**config.mk**
```make
export PLATFORM = sky130hd
export DESIGN_NAME = cfg_byte_serializer
export DESIGN_NICKNAME = d
export VERILOG_FILES = /design/src/rtl/cfg_byte_serializer_pkg.sv /design/src/rtl/cfg_byte_serializer_ctrl.sv /design/src/rtl/cfg_byte_serializer_shift.sv /design/src/rtl/cfg_byte_serializer_pin.sv /design/src/rtl/cfg_byte_serializer.sv
export SDC_FILE = /design/constraint.sdc
export NUM_CORES = 1
export LEC_CHECK = 0
export CAP_MARGIN = 40
export CORE_UTILIZATION = 45
export CTS_BUF_LIST = sky130_fd_sc_hd__clkbuf_4
export CTS_CLUSTER_DIAMETER = 100
export DETAILED_ROUTE_END_ITERATION = 10
export HOLD_SLACK_MARGIN = 0.05
export PLACE_DENSITY = 0.72
export SKIP_LAST_GASP = 1
export SLEW_MARGIN = 20
export SYNTH_ARGS = -nofsm -noshare
export SYNTH_HDL_FRONTEND = slang
export SYNTH_SLANG_ARGS = --single-unit
```
**constraint.sdc**
```tcl
create_clock -name clk -period 3.5 [get_ports clk]
set_input_delay 0.35 -clock clk [delete_from_list [all_inputs] [get_ports clk]]
set_output_delay 0.35 -clock clk [all_outputs]
set_load 0.01 [all_outputs]
```
**src/rtl/cfg_byte_serializer_pkg.sv**
```systemverilog
package cfg_byte_serializer_pkg;

    typedef enum logic [1:0] {
        ST_IDLE  = 2'd0,
        ST_ARM   = 2'd1,
        ST_SHIFT = 2'd2,
        ST_DONE  = 2'd3
    } ser_state_e;

endpackage

```
**src/rtl/cfg_byte_serializer_ctrl.sv**
```systemverilog
module cfg_byte_serializer_ctrl
    import cfg_byte_serializer_pkg::*;
#(
    parameter int DW = 8,
    parameter int CW = 16
) (
    input  logic          clk,
    input  logic          rst_n,
    input  logic          start_i,
    input  logic [CW-1:0] total_i,
    output logic          load_o,
    output logic          shift_o,
    output logic          clear_o,
    output logic          vld_o,
    output logic          done_o,
    output logic          req_o
);
    localparam int BW = (DW > 1) ? $clog2(DW) : 1;
    localparam logic [BW-1:0] LAST_BIT = BW'(DW - 1);

    typedef struct packed {
        ser_state_e    st;
        logic [BW-1:0] bitcnt;
        logic [CW-1:0] bytecnt;
        logic          vld;
        logic          done;
    } ctrl_s;

    ctrl_s r_d, r_q;
    logic  more_bytes;
    logic  byte_edge;

    assign more_bytes = (r_q.bytecnt != total_i);
    assign byte_edge  = (r_q.st == ST_ARM && total_i != '0) ||
                        (r_q.st == ST_SHIFT && r_q.bitcnt == LAST_BIT && more_bytes);

    always_comb begin
        r_d     = r_q;
        load_o  = 1'b0;
        shift_o = 1'b0;
        clear_o = !start_i;
        if (!start_i) begin
            r_d.st      = ST_IDLE;
            r_d.bitcnt  = '0;
            r_d.bytecnt = '0;
            r_d.vld     = 1'b0;
            r_d.done    = 1'b0;
        end else begin
            unique case (r_q.st)
                ST_IDLE: begin
                    r_d.st      = ST_ARM;
                    r_d.bytecnt = '0;
                end
                ST_ARM: begin
                    if (total_i == '0) begin
                        r_d.st   = ST_DONE;
                        r_d.done = 1'b1;
                    end else begin
                        load_o      = 1'b1;
                        r_d.st      = ST_SHIFT;
                        r_d.bitcnt  = '0;
                        r_d.bytecnt = r_q.bytecnt + 1'b1;
                        r_d.vld     = 1'b1;
                    end
                end
                ST_SHIFT: begin
                    if (r_q.bitcnt != LAST_BIT) begin
                        shift_o    = 1'b1;
                        r_d.bitcnt = r_q.bitcnt + 1'b1;
                    end else if (more_bytes) begin
                        load_o      = 1'b1;
                        r_d.bitcnt  = '0;
                        r_d.bytecnt = r_q.bytecnt + 1'b1;
                    end else begin
                        shift_o  = 1'b1;
                        r_d.st   = ST_DONE;
                        r_d.vld  = 1'b0;
                        r_d.done = 1'b1;
                    end
                end
                default: r_d.st = ST_DONE;
            endcase
        end
    end

    always_ff @(posedge clk or negedge rst_n) begin
        if (!rst_n) begin
            r_q <= '{st: ST_IDLE, bitcnt: '0, bytecnt: '0, vld: 1'b0, done: 1'b0};
        end else begin
            r_q <= r_d;
        end
    end

    assign vld_o  = r_q.vld;
    assign done_o = r_q.done;
    assign req_o  = byte_edge;

    // done and a valid bit never coexist
    a_r7_done_not_valid: assert property (@(posedge clk) disable iff (!rst_n)
        done_o |-> !vld_o);

    // a request answered with the handshake high yields a valid byte
    a_r6_req_then_valid: assert property (@(posedge clk) disable iff (!rst_n)
        (req_o && start_i) |=> (vld_o && r_q.bitcnt == '0));

    // handshake low leaves nothing active on the next edge
    a_r8_abort_idle: assert property (@(posedge clk) disable iff (!rst_n)
        !start_i |=> (!vld_o && !done_o && !req_o));

    // done rises only after the last bit or for an empty image
    a_r7_done_rise: assert property (@(posedge clk) disable iff (!rst_n)
        $rose(done_o) |-> ($past(r_q.bitcnt) == LAST_BIT || $past(total_i) == '0));

endmodule

```
**src/rtl/cfg_byte_serializer_shift.sv**
```systemverilog
module cfg_byte_serializer_shift #(
    parameter int DW = 8
) (
    input  logic          clk,
    input  logic          rst_n,
    input  logic          load_i,
    input  logic          shift_i,
    input  logic          clear_i,
    input  logic [DW-1:0] data_i,
    output logic          bit_o
);
    logic [DW-1:0] sh_d, sh_q;

    always_comb begin
        sh_d = sh_q;
        if (clear_i) begin
            sh_d = '0;
        end else if (load_i) begin
            sh_d = data_i;
        end else if (shift_i) begin
            sh_d = {sh_q[DW-2:0], 1'b0};
        end
    end

    always_ff @(posedge clk or negedge rst_n) begin
        if (!rst_n) begin
            sh_q <= '0;
        end else begin
            sh_q <= sh_d;
        end
    end

    assign bit_o = sh_q[DW-1];

    // bits leave most-significant first, one per edge
    a_r4_msb_first: assert property (@(posedge clk) disable iff (!rst_n)
        (shift_i && !load_i && !clear_i) |=> (sh_q[DW-1] == $past(sh_q[DW-2])));

    // a capture puts the bus byte into the shifter
    a_r3_load_byte: assert property (@(posedge clk) disable iff (!rst_n)
        (load_i && !clear_i) |=> (sh_q == $past(data_i)));

endmodule

```
**src/rtl/cfg_byte_serializer_pin.sv**
```systemverilog
module cfg_byte_serializer_pin (
    input  logic clk,
    input  logic rst_n,
    input  logic vld_i,
    input  logic bit_i,
    output logic pin_o
);
    logic pin_d, pin_q;

    always_comb begin
        pin_d = vld_i ? bit_i : 1'b0;
    end

    always_ff @(negedge clk or negedge rst_n) begin
        if (!rst_n) begin
            pin_q <= 1'b0;
        end else begin
            pin_q <= pin_d;
        end
    end

    assign pin_o = pin_q;

endmodule

```
**src/rtl/cfg_byte_serializer.sv**
```systemverilog
module cfg_byte_serializer #(
    parameter int DW = 8,
    parameter int CW = 16
) (
    input  logic          clk,
    input  logic          rst_n,
    input  logic          start_i,
    input  logic [CW-1:0] byte_total_i,
    input  logic [DW-1:0] data_i,
    output logic          ser_pin_o,
    output logic          ser_bit_o,
    output logic          ser_vld_o,
    output logic          byte_req_o,
    output logic          done_o
);
    logic load, shift, clear, vld, sbit;

    cfg_byte_serializer_ctrl #(.DW(DW), .CW(CW)) i_ctrl (
        .clk     (clk),
        .rst_n   (rst_n),
        .start_i (start_i),
        .total_i (byte_total_i),
        .load_o  (load),
        .shift_o (shift),
        .clear_o (clear),
        .vld_o   (vld),
        .done_o  (done_o),
        .req_o   (byte_req_o)
    );

    cfg_byte_serializer_shift #(.DW(DW)) i_shift (
        .clk     (clk),
        .rst_n   (rst_n),
        .load_i  (load),
        .shift_i (shift),
        .clear_i (clear),
        .data_i  (data_i),
        .bit_o   (sbit)
    );

    cfg_byte_serializer_pin i_pin (
        .clk   (clk),
        .rst_n (rst_n),
        .vld_i (vld),
        .bit_i (sbit),
        .pin_o (ser_pin_o)
    );

    assign ser_bit_o = sbit;
    assign ser_vld_o = vld;

    // outside a valid bit the internal line is quiet
    a_r5_quiet_when_invalid: assert property (@(posedge clk) disable iff (!rst_n)
        !ser_vld_o |-> !ser_bit_o);

endmodule

```
# Word-level counts from Yosys, hierarchy flattened

Cells that the tools add are included.

Register bits: 32
Input bits: 27
Output and inout port bits: 5
Word-level logic and storage cells: 62

Add/subtract/negate cells: 2
Equality and inequality tests: 14
Multiplexer cells: 27
Reduce and logical (&&, ||, !) cells: 12

Operators with widths:

| kind                                                   | count |
|---|---|
| case mux 16 bit (3 select lines)                       | 1 |
| 2-to-1 mux 8 bit                                       | 3 |
| 2-to-1 mux 23 bit                                      | 1 |
| 2-to-1 mux 20 bit                                      | 1 |
| 2-to-1 mux 19 bit                                      | 1 |
| 2-to-1 mux 18 bit                                      | 1 |
| adder 16 x 1 -> 16 bit (second input constant)         | 1 |
| logical NOT 16 bit                                     | 1 |
| inequality test 16 bit                                 | 1 |
| nonzero test 16 bit                                    | 1 |
| inequality test 3 bit (second input constant)          | 5 |
| AND reduction 4 bit                                    | 3 |
| 2-to-1 mux 1 bit                                       | 11 |
| 2-to-1 mux 2 bit                                       | 3 |
| inequality test 3 x 1 -> 1 bit (second input constant) | 2 |
| case mux 2 bit (3 select lines)                        | 1 |
| case mux 3 bit (2 select lines)                        | 1 |
| inequality test 4 x 1 -> 1 bit (second input constant) | 1 |
| inequality test 4 x 3 -> 1 bit (second input constant) | 1 |
| case mux 2 bit (2 select lines)                        | 1 |
| adder 3 x 1 -> 3 bit (second input constant)           | 1 |
| equality test 3 bit (second input constant)            | 1 |
| logical AND 1 bit                                      | 3 |
| 2-to-1 mux 3 bit                                       | 1 |
| 8 further kinds                                        | 8 |

# Depth between registers and ports, before layout

Depth in word-level cells: 8
Depth in mapped cells: 10
Depth with buffers taken out: 7

# Hierarchy

From an unflattened synthesis, not the netlist that was laid out.

Cells, all modules: 220
Area total of the unflattened synthesis: 2157.1 µm²

By module, submodules not included:

| module                    | instances | cells each | area an instance (µm²) | sequential area each (µm²) |
|---|---|---|---|---|
| cfg_byte_serializer_ctrl  | 1         | 183        | 1716.6                 | 575.6 |
| cfg_byte_serializer_shift | 1         | 35         | 409.1                  | 200.2 |
| cfg_byte_serializer_pin   | 1         | 2          | 31.3                   | 25.0 |

==> flow_summary_export.csv <==
group,metric,value,unit
run_status,outcome,"finished, final reports clean",
clocking,post_cts_setup_buffer_count,0,
synthesis,ys_seq_elements,32,
floorplan,fp.dieH,69.28,um
routing,remaining_drc_errors,0,
sta,final.setup.tns,0,ps
placement,detailedPlacementHpwl,3595,um
global_routing,grt_start_max_net_pins,32,
global_routing,grt_first_pass_wirelength,8424,um
routing,detailedRoute.firstPassIterationCount,4,
clocking,clock_sink_count,32,
floorplan,fp-row-count,24,
setup_path,critPathBufInv,1,
setup_path,worst_path_dominant_cell_family,"buffers and inverters",
synthesis,postSynthNetCount,263,
finish,fillerInstances,397,
power,finalPower,0.001020,W
floorplan,io_pins,32,
setup_path,critical_path_class,"reg -> out",
setup_path,crit_path_max_fanout,1,
synthesis,ys_warn_count,0,
sta,report.final.setup_viol,0,
sta,hold_viol_final,0,
synthesis,ys_seq_area_share,39.31,%
routing,vias,1830,
sta,fin_worst_skew,9.771,ps
finish,fin_cells,310,
sta,worstMarginPinSlew,677.4,ps
floorplan,die-area,4800,sq um
power,static-leakage-power,0.9543,nW
sta,worst_hold_slack_across_all_endpoints,510.1,ps
floorplan,starting_density,46.78,%
sta,final_max_slew_viol_count,0,
setup_path,worst-endpoint-required,3150,ps
synthesis,syn_area_per_cell,8.856,sq um
power,vdd_drop_max,0.0002538,V
clocking,cts_inserted_buffers,5,
routing,finalWirelength,4976,um
clocking,insertion_delay,330,ps
clocking,clk_buf_depth,2,
clocking,cts_tree,"done",
placement,dpl.cell_count,302,
routing,post_drt_wl_per_cell,16.05,um
clocking,cts-htree-levels,2,
finish,area_occupied_by_multi_input_gates,1145,sq um
floorplan,fp.coreArea,4354,sq um
setup_path,ff2ff_setup_slack,960,ps
setup_path,worstPathCellList,"clkdlybuf4s50_1",
sta,timing.slew.headroom,54.84,%
global_routing,number_of_antenna_violations_at_the_first_check_in_global_routing,0,
clocking,cts_root_buf,"sky130_fd_sc_hd__clkbuf_4",
setup_path,cp_max_delay_cell,"sky130_fd_sc_hd__clkdlybuf4s50_1",
global_routing,gr-total-overflow,0,
worst_hold_path,type_of_the_most_critical_hold_path,"reg -> reg",
finish,ff_latch_area,800.8,sq um
finish,antenna-diode-count,0,
finish,layout-drive-gt1-share,6.977,%
clocking,path_clk_slew,100,ps
setup_path,worstSetupStartpointType,"flip-flop",
finish,fin_nets,290,
finish,fin_util,56.06,%
routing,drtAntennaViolNets,0,
setup_path,worst_ep_arrival,2990,ps
global_routing,number_of_global_route_vias_before_repair,1770,
job,count_of_max_cap_constraint_violations,0,
routing,route.detailed.vias_per_inst,5.903,
routing,dr.first_iter.drc_count,156,
global_routing,grt.total_usage,22.14,%
placement,finalWeightedCongestion,0.8314,
clocking,cts_hold_buf,0,
setup_path,worst_path_largest_cell_delay,520,ps
synthesis,yosys.cell_types.count,43,
sta,setup_repair_after_global_routing_missed_its_margin,"no",
setup_path,endpoint_kind,"output pin",
synthesis,syn_inst,230,
floorplan,dieWidth,69.28,um
synthesis,combined_area_of_all_synthesized_cells,2037,sq um
power,power_per_cell_area,418.0,nW/um^2
finish,area_delta_synth_final,19.84,%
placement,count_of_buffers_inserted_at_the_top_level_ports,31,
clocking,ctsResizeCount,0,
## cells in the final DEF, fill, tap and decap left out, types with 5 or more instances in the layout
cell type | netlist | layout
sky130_fd_sc_hd__dfrtp_1 | 31 | 31
sky130_fd_sc_hd__clkdlybuf4s50_1 | 0 | 31
sky130_fd_sc_hd__nand2_1 | 24 | 24
sky130_fd_sc_hd__a21oi_1 | 20 | 20
sky130_fd_sc_hd__xnor2_1 | 16 | 16
sky130_fd_sc_hd__o21ai_0 | 10 | 10
sky130_fd_sc_hd__nand3_1 | 10 | 10
sky130_fd_sc_hd__nor2b_1 | 9 | 9
sky130_fd_sc_hd__inv_1 | 8 | 8
sky130_fd_sc_hd__nand4_1 | 8 | 8
sky130_fd_sc_hd__nor2_1 | 8 | 8
sky130_fd_sc_hd__or3_1 | 7 | 7
sky130_fd_sc_hd__a221o_1 | 7 | 7
sky130_fd_sc_hd__or2_2 | 6 | 6
sky130_fd_sc_hd__ha_1 | 6 | 6
sky130_fd_sc_hd__nor4_1 | 5 | 5
sky130_fd_sc_hd__clkbuf_4 | 0 | 5
## synth_stat cells
| cell | instances | area share [%] |
|---|---|---|
| sky130_fd_sc_hd__o221ai_1 | 1 | 0.43 |
| sky130_fd_sc_hd__buf_2 | 7 | 1.7 |
| sky130_fd_sc_hd__nand2b_1 | 1 | 0.31 |
| sky130_fd_sc_hd__o21a_1 | 1 | 0.37 |
| sky130_fd_sc_hd__o21ai_1 | 1 | 0.25 |
| sky130_fd_sc_hd__nor4_1 | 5 | 1.5 |
| sky130_fd_sc_hd__a21o_1 | 1 | 0.37 |
| sky130_fd_sc_hd__nor4_2 | 1 | 0.61 |
| sky130_fd_sc_hd__clkbuf_1 | 5 | 0.92 |
| sky130_fd_sc_hd__nand2_1 | 24 | 4.4 |
| sky130_fd_sc_hd__o41ai_2 | 1 | 0.80 |
| sky130_fd_sc_hd__a22o_1 | 3 | 1.3 |
| sky130_fd_sc_hd__dfrtn_1 | 1 | 1.2 |
| sky130_fd_sc_hd__nor2_1 | 8 | 1.5 |
| sky130_fd_sc_hd__a2111o_1 | 1 | 0.55 |
| sky130_fd_sc_hd__o32a_1 | 1 | 0.49 |
| sky130_fd_sc_hd__and2_1 | 2 | 0.61 |
| sky130_fd_sc_hd__nor2_2 | 1 | 0.31 |
| sky130_fd_sc_hd__or2_2 | 6 | 1.8 |
| sky130_fd_sc_hd__dfrtp_1 | 31 | 38 |
| sky130_fd_sc_hd__nand4b_1 | 1 | 0.43 |
| sky130_fd_sc_hd__or3_1 | 7 | 2.1 |
| sky130_fd_sc_hd__a221o_1 | 7 | 3.4 |
| sky130_fd_sc_hd__a211oi_1 | 3 | 1.1 |
| sky130_fd_sc_hd__o32ai_1 | 1 | 0.43 |
| sky130_fd_sc_hd__nand3_1 | 10 | 2.5 |
| sky130_fd_sc_hd__mux2_2 | 1 | 0.55 |
| sky130_fd_sc_hd__o21ai_0 | 10 | 2.5 |
| sky130_fd_sc_hd__ha_1 | 6 | 3.7 |
| sky130_fd_sc_hd__a21oi_1 | 20 | 4.9 |
| sky130_fd_sc_hd__xnor2_1 | 16 | 6.9 |
| sky130_fd_sc_hd__and3_1 | 4 | 1.2 |
| sky130_fd_sc_hd__o2bb2ai_1 | 2 | 0.86 |
| sky130_fd_sc_hd__buf_4 | 1 | 0.37 |
| sky130_fd_sc_hd__a22oi_1 | 2 | 0.74 |
| sky130_fd_sc_hd__a21boi_0 | 1 | 0.37 |
| sky130_fd_sc_hd__a211o_1 | 1 | 0.43 |
| sky130_fd_sc_hd__inv_1 | 8 | 1.5 |
| sky130_fd_sc_hd__or4_1 | 4 | 1.5 |
| sky130_fd_sc_hd__nor3_1 | 2 | 0.49 |
| sky130_fd_sc_hd__o22ai_1 | 4 | 1.2 |
| sky130_fd_sc_hd__nor2b_1 | 9 | 2.8 |
| sky130_fd_sc_hd__nand4_1 | 8 | 2.5 |
## flip-flops by register name, summed over array words and instances, names as in the netlist
register and flops:
i_pin.pin_o 1, i_shift.sh_q 8, i_ctrl.done_o 1, i_ctrl.r_q 21, i_ctrl.vld_o 1
## routing by layer
layer  wire, um  up-vias  global-route usage (%)
li1           -      896                       -
met1       2355      887                   29.72
met2       2343       38                   35.60
met3        198        9                   3.924
met4         79        0                   8.390
met5          0        -                       0
## worst paths after layout
| check | startpoint | endpoint | cells past startpoint |
|---|---|---|---|
| min reg2reg | i_ctrl.done_o | i_ctrl.done_o | 1 |
| max in group asynchronous | rst_n | i_pin.pin_o | 1 |
| max reg2reg | i_ctrl.r_q[21] | i_ctrl.r_q[9] | 6 |
| min in group asynchronous | rst_n | i_ctrl.r_q[10] | 2 |
| max | i_pin.pin_o | ser_pin_o | 1 |
| min | i_ctrl.done_o | i_ctrl.done_o | 1 |
## where the power goes
| group | internal [W] | switching, W |
|---|---|---|
| Clock | 0.000146 | 0.000132 |
| Combinational | 0.000133 | 0.000193 |
| Sequential | 0.000396 | 0.0000209 |
## stage by stage
stage,instance area (sq um),setup WS (ps)
floorplan,2037,987.8
global placement,2366,511.6
detailed placement,2366,508.4
CTS,2441,147.2
global route,2441,140.4
finish,2441,162.0
## logic make-up after synthesis
logic type	count (synthesis)	synth area share (%)
and+or+nand+nor	93	24.57
AOI/OAI and AO/OA	61	20.52
DFF	32	39.31
buffers and inverters	21	4.484
xor gates and xnor gates	16	6.879
adders and majority gates	6	3.685
muxes	1	0.5528
## layout make-up
class	count	area share, %
Clock inverter	3	1.538
Inverter	8	1.230
Timing Repair Buffer	33	13.33
Tap cell	52	2.665
Clock buffer	5	1.538
Multi-Input combinational cell	177	46.90
Sequential cell	32	32.80
(Power assumes the default switching activity.)
